$ cat src/rtl/uart_fc_pkg.sv
package uart_fc_pkg;

    typedef enum logic [1:0] {
        TX_IDLE,
        TX_START,
        TX_DATA,
        TX_STOP
    } tx_state_e;

    typedef enum logic [1:0] {
        RX_IDLE,
        RX_START,
        RX_DATA,
        RX_STOP
    } rx_state_e;

    // Clocks per bit, rounded to the nearest whole clock.
    function automatic int unsigned clks_per_bit(int unsigned clk_hz, int unsigned baud);
        return (clk_hz + baud / 2) / baud;
    endfunction

endpackage

$ cat src/rtl/uart_fc_sync.sv
module uart_fc_sync #(
    parameter logic RST_VAL = 1'b1
) (
    input  logic clk,
    input  logic rst_n,
    input  logic d,
    output logic q
);
    logic stage1;

    always_ff @(posedge clk or negedge rst_n) begin
        if (!rst_n) begin
            stage1 <= RST_VAL;
            q      <= RST_VAL;
        end else begin
            stage1 <= d;
            q      <= stage1;
        end
    end
endmodule

$ cat src/rtl/uart_fc_tx.sv
module uart_fc_tx
    import uart_fc_pkg::*;
#(
    parameter int CPB       = 48,
    parameter int DATA_BITS = 8,
    parameter int STOP_BITS = 1
) (
    input  logic                 clk,
    input  logic                 rst_n,
    input  logic                 cts_ok,
    input  logic [DATA_BITS-1:0] data,
    input  logic                 valid,
    output logic                 ready,
    output logic                 txd
);
    localparam int CW = $clog2(CPB);
    localparam int BW = $clog2(DATA_BITS + STOP_BITS + 1);

    tx_state_e              state, state_nxt;
    logic [CW-1:0]          cnt;
    logic [DATA_BITS-1:0]   shreg;
    logic [BW-1:0]          bitn;
    logic                   tick, accept, last_data, last_stop;

    assign tick      = (cnt == '0);
    assign accept    = (state == TX_IDLE) && valid && cts_ok;
    assign last_data = (bitn == BW'(DATA_BITS - 1));
    assign last_stop = (bitn == BW'(STOP_BITS - 1));

    always_comb begin
        state_nxt = state;
        unique case (state)
            TX_IDLE:  if (accept)              state_nxt = TX_START;
            TX_START: if (tick)                state_nxt = TX_DATA;
            TX_DATA:  if (tick && last_data)   state_nxt = TX_STOP;
            TX_STOP:  if (tick && last_stop)   state_nxt = TX_IDLE;
            default:                           state_nxt = TX_IDLE;
        endcase
    end

    // State register and bit timing: a bit ends when cnt reaches zero,
    // and the reload value CPB-1 gives exactly CPB clocks per bit.
    always_ff @(posedge clk or negedge rst_n) begin
        if (!rst_n) begin
            state <= TX_IDLE;
            cnt   <= '0;
            shreg <= '0;
            bitn  <= '0;
        end else begin
            state <= state_nxt;
            if (accept) begin
                cnt   <= CW'(CPB - 1);
                shreg <= data;
                bitn  <= '0;
            end else if (state != TX_IDLE) begin
                if (tick) begin
                    cnt <= CW'(CPB - 1);
                    if (state == TX_DATA) shreg <= shreg >> 1;
                    if (state_nxt != state)     bitn <= '0;
                    else if (state != TX_START) bitn <= bitn + 1'b1;
                end else begin
                    cnt <= cnt - 1'b1;
                end
            end
        end
    end

    always_comb begin
        ready = (state == TX_IDLE) && cts_ok;
        unique case (state)
            TX_START: txd = 1'b0;
            TX_DATA:  txd = shreg[0];
            default:  txd = 1'b1;
        endcase
    end
endmodule

$ cat src/rtl/uart_fc_rx.sv
module uart_fc_rx
    import uart_fc_pkg::*;
#(
    parameter int CPB       = 48,
    parameter int DATA_BITS = 8,
    parameter int STOP_BITS = 1
) (
    input  logic                 clk,
    input  logic                 rst_n,
    input  logic                 rxs,
    output logic                 push,
    output logic [DATA_BITS-1:0] pdata,
    output logic                 perr
);
    localparam int CW   = $clog2(CPB);
    localparam int BW   = $clog2(DATA_BITS + STOP_BITS + 1);
    localparam int HALF = CPB / 2;

    rx_state_e              state, state_nxt;
    logic [CW-1:0]          cnt;
    logic [DATA_BITS-1:0]   sh;
    logic [BW-1:0]          bitn;
    logic                   prev, err_q;
    logic                   tick, fall, last_data, last_stop;

    assign tick      = (cnt == '0);
    assign fall      = prev && !rxs;
    assign last_data = (bitn == BW'(DATA_BITS - 1));
    assign last_stop = (bitn == BW'(STOP_BITS - 1));

    always_comb begin
        state_nxt = state;
        unique case (state)
            RX_IDLE:  if (fall)               state_nxt = RX_START;
            RX_START: if (tick)               state_nxt = rxs ? RX_IDLE : RX_DATA;
            RX_DATA:  if (tick && last_data)  state_nxt = RX_STOP;
            RX_STOP:  if (tick && last_stop)  state_nxt = RX_IDLE;
            default:                          state_nxt = RX_IDLE;
        endcase
    end

    always_ff @(posedge clk or negedge rst_n) begin
        if (!rst_n) begin
            state <= RX_IDLE;
            cnt   <= '0;
            sh    <= '0;
            bitn  <= '0;
            prev  <= 1'b1;
            err_q <= 1'b0;
        end else begin
            state <= state_nxt;
            prev  <= rxs;
            if (state == RX_IDLE) begin
                if (fall) begin
                    cnt   <= CW'(HALF - 1);
                    bitn  <= '0;
                    err_q <= 1'b0;
                end
            end else if (tick) begin
                cnt <= CW'(CPB - 1);
                if (state == RX_DATA) sh <= DATA_BITS'({rxs, sh} >> 1);
                if (state == RX_STOP && !rxs) err_q <= 1'b1;
                if (state_nxt != state)     bitn <= '0;
                else if (state != RX_START) bitn <= bitn + 1'b1;
            end else begin
                cnt <= cnt - 1'b1;
            end
        end
    end

    always_comb begin
        push  = (state == RX_STOP) && tick && last_stop;
        pdata = sh;
        perr  = err_q | !rxs;
    end
endmodule

$ cat src/rtl/uart_fc_fifo.sv
module uart_fc_fifo #(
    parameter int W     = 9,
    parameter int DEPTH = 4,
    localparam int AW   = (DEPTH > 1) ? $clog2(DEPTH) : 1,
    localparam int CNTW = $clog2(DEPTH + 1)
) (
    input  logic            clk,
    input  logic            rst_n,
    input  logic            push,
    input  logic [W-1:0]    wdata,
    input  logic            pop,
    output logic [W-1:0]    rdata,
    output logic [CNTW-1:0] count,
    output logic            full,
    output logic            empty
);
    logic [W-1:0]  mem [DEPTH];
    logic [AW-1:0] wr_ptr, rd_ptr;
    logic          do_push, do_pop;

    assign full    = (count == CNTW'(DEPTH));
    assign empty   = (count == '0);
    assign do_push = push && !full;
    assign do_pop  = pop && !empty;
    assign rdata   = mem[rd_ptr];

    always_ff @(posedge clk) begin
        if (do_push) mem[wr_ptr] <= wdata;
    end

    always_ff @(posedge clk or negedge rst_n) begin
        if (!rst_n) begin
            wr_ptr <= '0;
            rd_ptr <= '0;
            count  <= '0;
        end else begin
            if (do_push) wr_ptr <= (wr_ptr == AW'(DEPTH - 1)) ? '0 : wr_ptr + 1'b1;
            if (do_pop)  rd_ptr <= (rd_ptr == AW'(DEPTH - 1)) ? '0 : rd_ptr + 1'b1;
            unique case ({do_push, do_pop})
                2'b10:   count <= count + 1'b1;
                2'b01:   count <= count - 1'b1;
                default: count <= count;
            endcase
        end
    end
endmodule

$ cat src/rtl/uart_fc.sv
module uart_fc
    import uart_fc_pkg::*;
#(
    parameter int CLK_HZ     = 24_000_000,
    parameter int BAUD       = 500_000,
    parameter int DATA_BITS  = 8,
    parameter int STOP_BITS  = 1,
    parameter int FIFO_DEPTH = 4
) (
    input  logic                 clk,
    input  logic                 rst_n,
    input  logic [DATA_BITS-1:0] tx_data,
    input  logic                 tx_valid,
    output logic                 tx_ready,
    output logic [DATA_BITS-1:0] rx_data,
    output logic                 rx_frame_err,
    output logic                 rx_valid,
    input  logic                 rx_ready,
    output logic                 txd,
    input  logic                 rxd,
    input  logic                 cts_in,
    output logic                 cts_out
);
    localparam int CPB  = int'(clks_per_bit(CLK_HZ, BAUD));
    localparam int CNTW = $clog2(FIFO_DEPTH + 1);

    logic                 cts_ok, rxs;
    logic                 rx_push, rx_perr;
    logic [DATA_BITS-1:0] rx_pdata;
    logic [DATA_BITS:0]   head;
    logic [CNTW-1:0]      fifo_cnt;
    logic                 fifo_full, fifo_empty;

    uart_fc_sync #(.RST_VAL(1'b0)) u_cts_sync (
        .clk(clk), .rst_n(rst_n), .d(cts_in), .q(cts_ok)
    );

    uart_fc_sync #(.RST_VAL(1'b1)) u_rxd_sync (
        .clk(clk), .rst_n(rst_n), .d(rxd), .q(rxs)
    );

    uart_fc_tx #(.CPB(CPB), .DATA_BITS(DATA_BITS), .STOP_BITS(STOP_BITS)) u_tx (
        .clk(clk), .rst_n(rst_n), .cts_ok(cts_ok),
        .data(tx_data), .valid(tx_valid), .ready(tx_ready), .txd(txd)
    );

    uart_fc_rx #(.CPB(CPB), .DATA_BITS(DATA_BITS), .STOP_BITS(STOP_BITS)) u_rx (
        .clk(clk), .rst_n(rst_n), .rxs(rxs),
        .push(rx_push), .pdata(rx_pdata), .perr(rx_perr)
    );

    uart_fc_fifo #(.W(DATA_BITS + 1), .DEPTH(FIFO_DEPTH)) u_fifo (
        .clk(clk), .rst_n(rst_n),
        .push(rx_push), .wdata({rx_perr, rx_pdata}),
        .pop(rx_valid && rx_ready), .rdata(head),
        .count(fifo_cnt), .full(fifo_full), .empty(fifo_empty)
    );

    assign rx_valid     = !fifo_empty;
    assign rx_data      = head[DATA_BITS-1:0];
    assign rx_frame_err = head[DATA_BITS];
    assign cts_out      = (fifo_cnt <= CNTW'(FIFO_DEPTH - 2));
endmodule

$ cat config.mk
export PLATFORM = sky130hd
export DESIGN_NAME = uart_fc
export DESIGN_NICKNAME = d
export VERILOG_FILES = /design/src/rtl/uart_fc_pkg.sv /design/src/rtl/uart_fc_sync.sv /design/src/rtl/uart_fc_tx.sv /design/src/rtl/uart_fc_rx.sv /design/src/rtl/uart_fc_fifo.sv /design/src/rtl/uart_fc.sv
export SDC_FILE = /design/constraint.sdc
export NUM_CORES = 1
export LEC_CHECK = 0
export ABC_AREA = 1
export BUFFER_PORTS_ARGS = -buffer_cell sky130_fd_sc_hd__buf_2
export CAP_MARGIN = 20
export CELL_PAD_IN_SITES_DETAIL_PLACEMENT = 1
export CELL_PAD_IN_SITES_GLOBAL_PLACEMENT = 2
export CORE_UTILIZATION = 33
export CTS_CLUSTER_SIZE = 24
export DETAILED_ROUTE_END_ITERATION = 10
export MAX_ROUTING_LAYER = met4
export PLACE_DENSITY_LB_ADDON = 0.25
export SLEW_MARGIN = 20
export SYNTH_ARGS = -nofsm -noshare
export SYNTH_HDL_FRONTEND = slang
export SYNTH_SLANG_ARGS = --single-unit
$ cat constraint.sdc
create_clock -name clk -period 2.7 [get_ports clk]
set_input_delay 0.135 -clock clk [delete_from_list [all_inputs] [get_ports clk]]
set_output_delay 0.135 -clock clk [all_outputs]
set_load 0.1 [all_outputs]
==> flow_summary_export.csv <==
group,metric,value,unit
yosys,synthMuxAreaShare,0.276,%
die,design.core.area,0.0120,sq mm
grt,antenna_found_initial,0,
detailed_routing,drc,0,
hold_path,hold_end,"u_tx.shreg[0]",
worst_setup_path,worstPathRequired,2570,ps
detailed_routing,wl_met2,4.22,mm
grt,gr-usage-all-layers,16.1,%
pwr,clkPwrFrac,22.1,%
yosys,synth_fa_ha_area_share,4.18,%
yosys,synth_seq_cells,89,
outcome,status,"complete, no violations",
sta,period_share,84.9,%
pwr,ir_drop,336,uV
die,io_pins,27,
die,die_h,113,um
yosys,synth_top_family_by_area,"simple AND/OR/NAND/NOR gates",
layout,antennaDiodeCount,0,
sta,finalHoldViolCount,0,
hold_path,hold_path.class,"input port to flop",
detailed_routing,vias_per_cell,4.83,
pwr,power.density,1220,mW/mm^2
cts,clock_path_buffers,2,
pwr,switching_share,46.5,%
sta,max_freq,436,MHz
worst_setup_path,ff2ff_setup_slack,440,ps
worst_setup_path,endpoint_kind,"output port",
layout,fin_nets,467,
pwr,combPwrFrac,42.3,%
yosys,ys_seq_area_share,59.2,%
cts,cts_root_buf,"clkbuf_16",
die,die-area,0.0128,sq mm
detailed_routing,drt.antenna.violating_nets,0,
place,place_hpwl,6.19,mm
cts,cts_buffers,9,
yosys,synth-async-reset-ratio,59.6,%
layout,final_core_util,39.5,%
die,start_util,33.9,%
sta,slew-limit-headroom,54.4,%
grt,grt_pass1_vias,3009,
grt,gr-total-overflow,0,
detailed_routing,met3_length,166,um
yosys,yosysUniqueCellTypes,39,
yosys,yosys-top-cells-count,"nor2_1 (52), dfrtp_1 (50), inv_1 (50), nand2_1 (45), o21ai_0 (38)",
detailed_routing,met1_length,4.19,mm
yosys,netlist_area,0.00407,sq mm
yosys,yosysMostFrequentCell,"nor2_1",
yosys,syn_inst,399,
sta,worstMarginPinSlew,684,ps
sta,rsz0062_at_grt,"false",
cts,htreeDepth,3,
die,rows,40,
sta,finalSetupViolations,0,
yosys,post_synth.cell_area_avg,10.2,sq um
grt,grt_pass1_wl,15.1,mm
yosys,yosys_warnings,0,
cts,post_cts_buffers,0,
detailed_routing,drt-total-wl,8.79,mm
detailed_routing,wl_per_cell,14.9,um
detailed_routing,vias,2862,
cts,clkSinkCount,89,
worst_setup_path,path_max_fanout,21,
sta,setup_tns,0,ps
layout,drive_above_1_share,17.3,%
hold_path,hold_depth,3,
yosys,synth_edf_count,36,
worst_setup_path,critPathArrivalTime,2160,ps
run,drv_cap,0,
worst_setup_path,r2r_start,"u_rx.cnt[0]",
hold_path,holdCritStartpoint,"tx_data[0]",
yosys,ys.flop_type,"dfrtp_1",
worst_setup_path,reg2reg_to,"u_fifo.count[1]",
yosys,yosysTopAreaCell,"dfrtp_1",
cts,clk_latency,350,ps
cts,holdBufCountCts,3,
cts,tritoncts,"yes",
pwr,leakagePower,0.00200,uW
cts,cts_resized,0,
place,io_buffers,26,
detailed_routing,dr.max_layer_used,"met4",
pwr,p_sw,2700,uW
sta,min_period,2290,ps
yosys,ys_top_cells_by_area,"dfrtp_1 (31%), edfxtp_1 (27%), nor2_1 (4.8%)",
yosys,synth_compound_area_share,11.4,%
pwr,internal_power,3100,uW
worst_setup_path,crit_type,"flop to output port",
yosys,syn-num-nets,426,
layout,area_growth,16.5,%
yosys,synthSimpleGateAreaFrac,17.8,%
worst_setup_path,start_kind,"flop",
yosys,synthXorXnorAreaFrac,1.29,%
sta,slew_violations,0,
sta,fin_skew,5.50,ps
die,die_w,113,um
detailed_routing,initialDrtViolationCount,150,
yosys,synth_top_area_share,30.7,%
cts,path_clk_slew,60,ps
place,gp_congestion,0.755,
pwr,seqPwrFrac,35.6,%
detailed_routing,drtPass1Iterations,4,
worst_setup_path,reg2reg_depth,9,
grt,grt_start_max_net_pins,22,
worst max-delay path, cell delays in order, from the launching register on:
cell	delay, ps
dfrtp_1	630
inv_2	380
o21ai_0	140
o22ai_1	180
buf_2	460
placed cells by master (no fill, tap or decap), types with 9 or more instances in the layout:
master | netlist | routed
o22ai_1 | 9 | 9
nor2_1 | 52 | 52
nand2_1 | 45 | 45
buf_2 | 3 | 26
ha_1 | 12 | 12
o21ai_0 | 38 | 38
clkbuf_16 | 0 | 9
edfxtp_1 | 36 | 36
a21oi_1 | 16 | 16
inv_1 | 50 | 50
dfrtp_1 | 50 | 50
nand3_1 | 23 | 23
cells by family (layout without fill, tap and decap cells):
family | count (synthesis) | count (layout)
compound gates | 81 | 81
simple gates | 147 | 147
buf+inv | 62 | 108
flops | 89 | 89
fa+ha+maj | 13 | 13
xor+xnor | 6 | 6
mux | 1 | 1
registers in the layout, summed over array words and instances, names as in the netlist:
register,count
u_cts_sync.q,1
u_cts_sync.stage1,1
u_fifo.count,3
u_fifo.mem,36
u_fifo.rd_ptr,2
u_fifo.wr_ptr,2
u_rx.bitn,4
u_rx.cnt,6
u_rx.err_q,1
u_rx.pdata,8
u_rx.prev,1
u_rx.state,2
u_rxd_sync.q,1
u_rxd_sync.stage1,1
u_tx.bitn,4
u_tx.cnt,6
u_tx.shreg,8
u_tx.state,2
layer usage:
layer / global-route usage, % / up-vias
li1: - / 1425
met1: 19.6 / 1399
met2: 25.7 / 26
met3: 2.89 / 12
met4: 8.68 / 0
met5: - / -
final cells by class:
type	count	area [sq um]
repair buffers	36	213
clock buffers	10	239
multi-input cells	248	1420
inverters	56	214
fillers	1365	7270
well taps	147	184
clock inverters	6	63.8
flip-flops and latches	89	2410
through the flow:
stage	area [sq um]	worst slack, ps	hold slack, ps	total power, uW	instances
after floorplan	4070	62.2	-161	4010	399
after global placement	4410	541	94.9	4490	573
after detailed placement	4410	485	96.9	4570	573
after CTS	4750	345	5.00	5880	592
after global routing	4750	188	22.6	6200	592
final	4750	407	14.1	5800	592
worst max-delay path by stage:
stage | startpoint | end | slack (ps) | cells after the start
2_1_floorplan | u_fifo.count[0] | u_fifo.count[1] | 60 | 7
3_3_place_gp | u_rx.cnt[0] | u_fifo.count[1] | 540 | 9
6_report | u_fifo.rd_ptr[0] | rx_data[3] | 410 | 4
5_1_grt | u_rx.cnt[0] | u_fifo.count[1] | 190 | 9
3_5_place_dp | u_rx.cnt[0] | u_fifo.count[1] | 480 | 9
4_1_cts | u_fifo.rd_ptr[0] | rx_data[3] | 350 | 4
power by group through the flow:
stage / Combinational [uW] / Clock, uW / Sequential, uW
floorplan: 2030 / 0 / 1980
global placement: 2410 / 0 / 2070
detailed placement: 2480 / 0 / 2090
CTS: 2490 / 1320 / 2070
global route: 2710 / 1370 / 2120
finish: 2450 / 1280 / 2060
(Power assumes the default switching activity.)
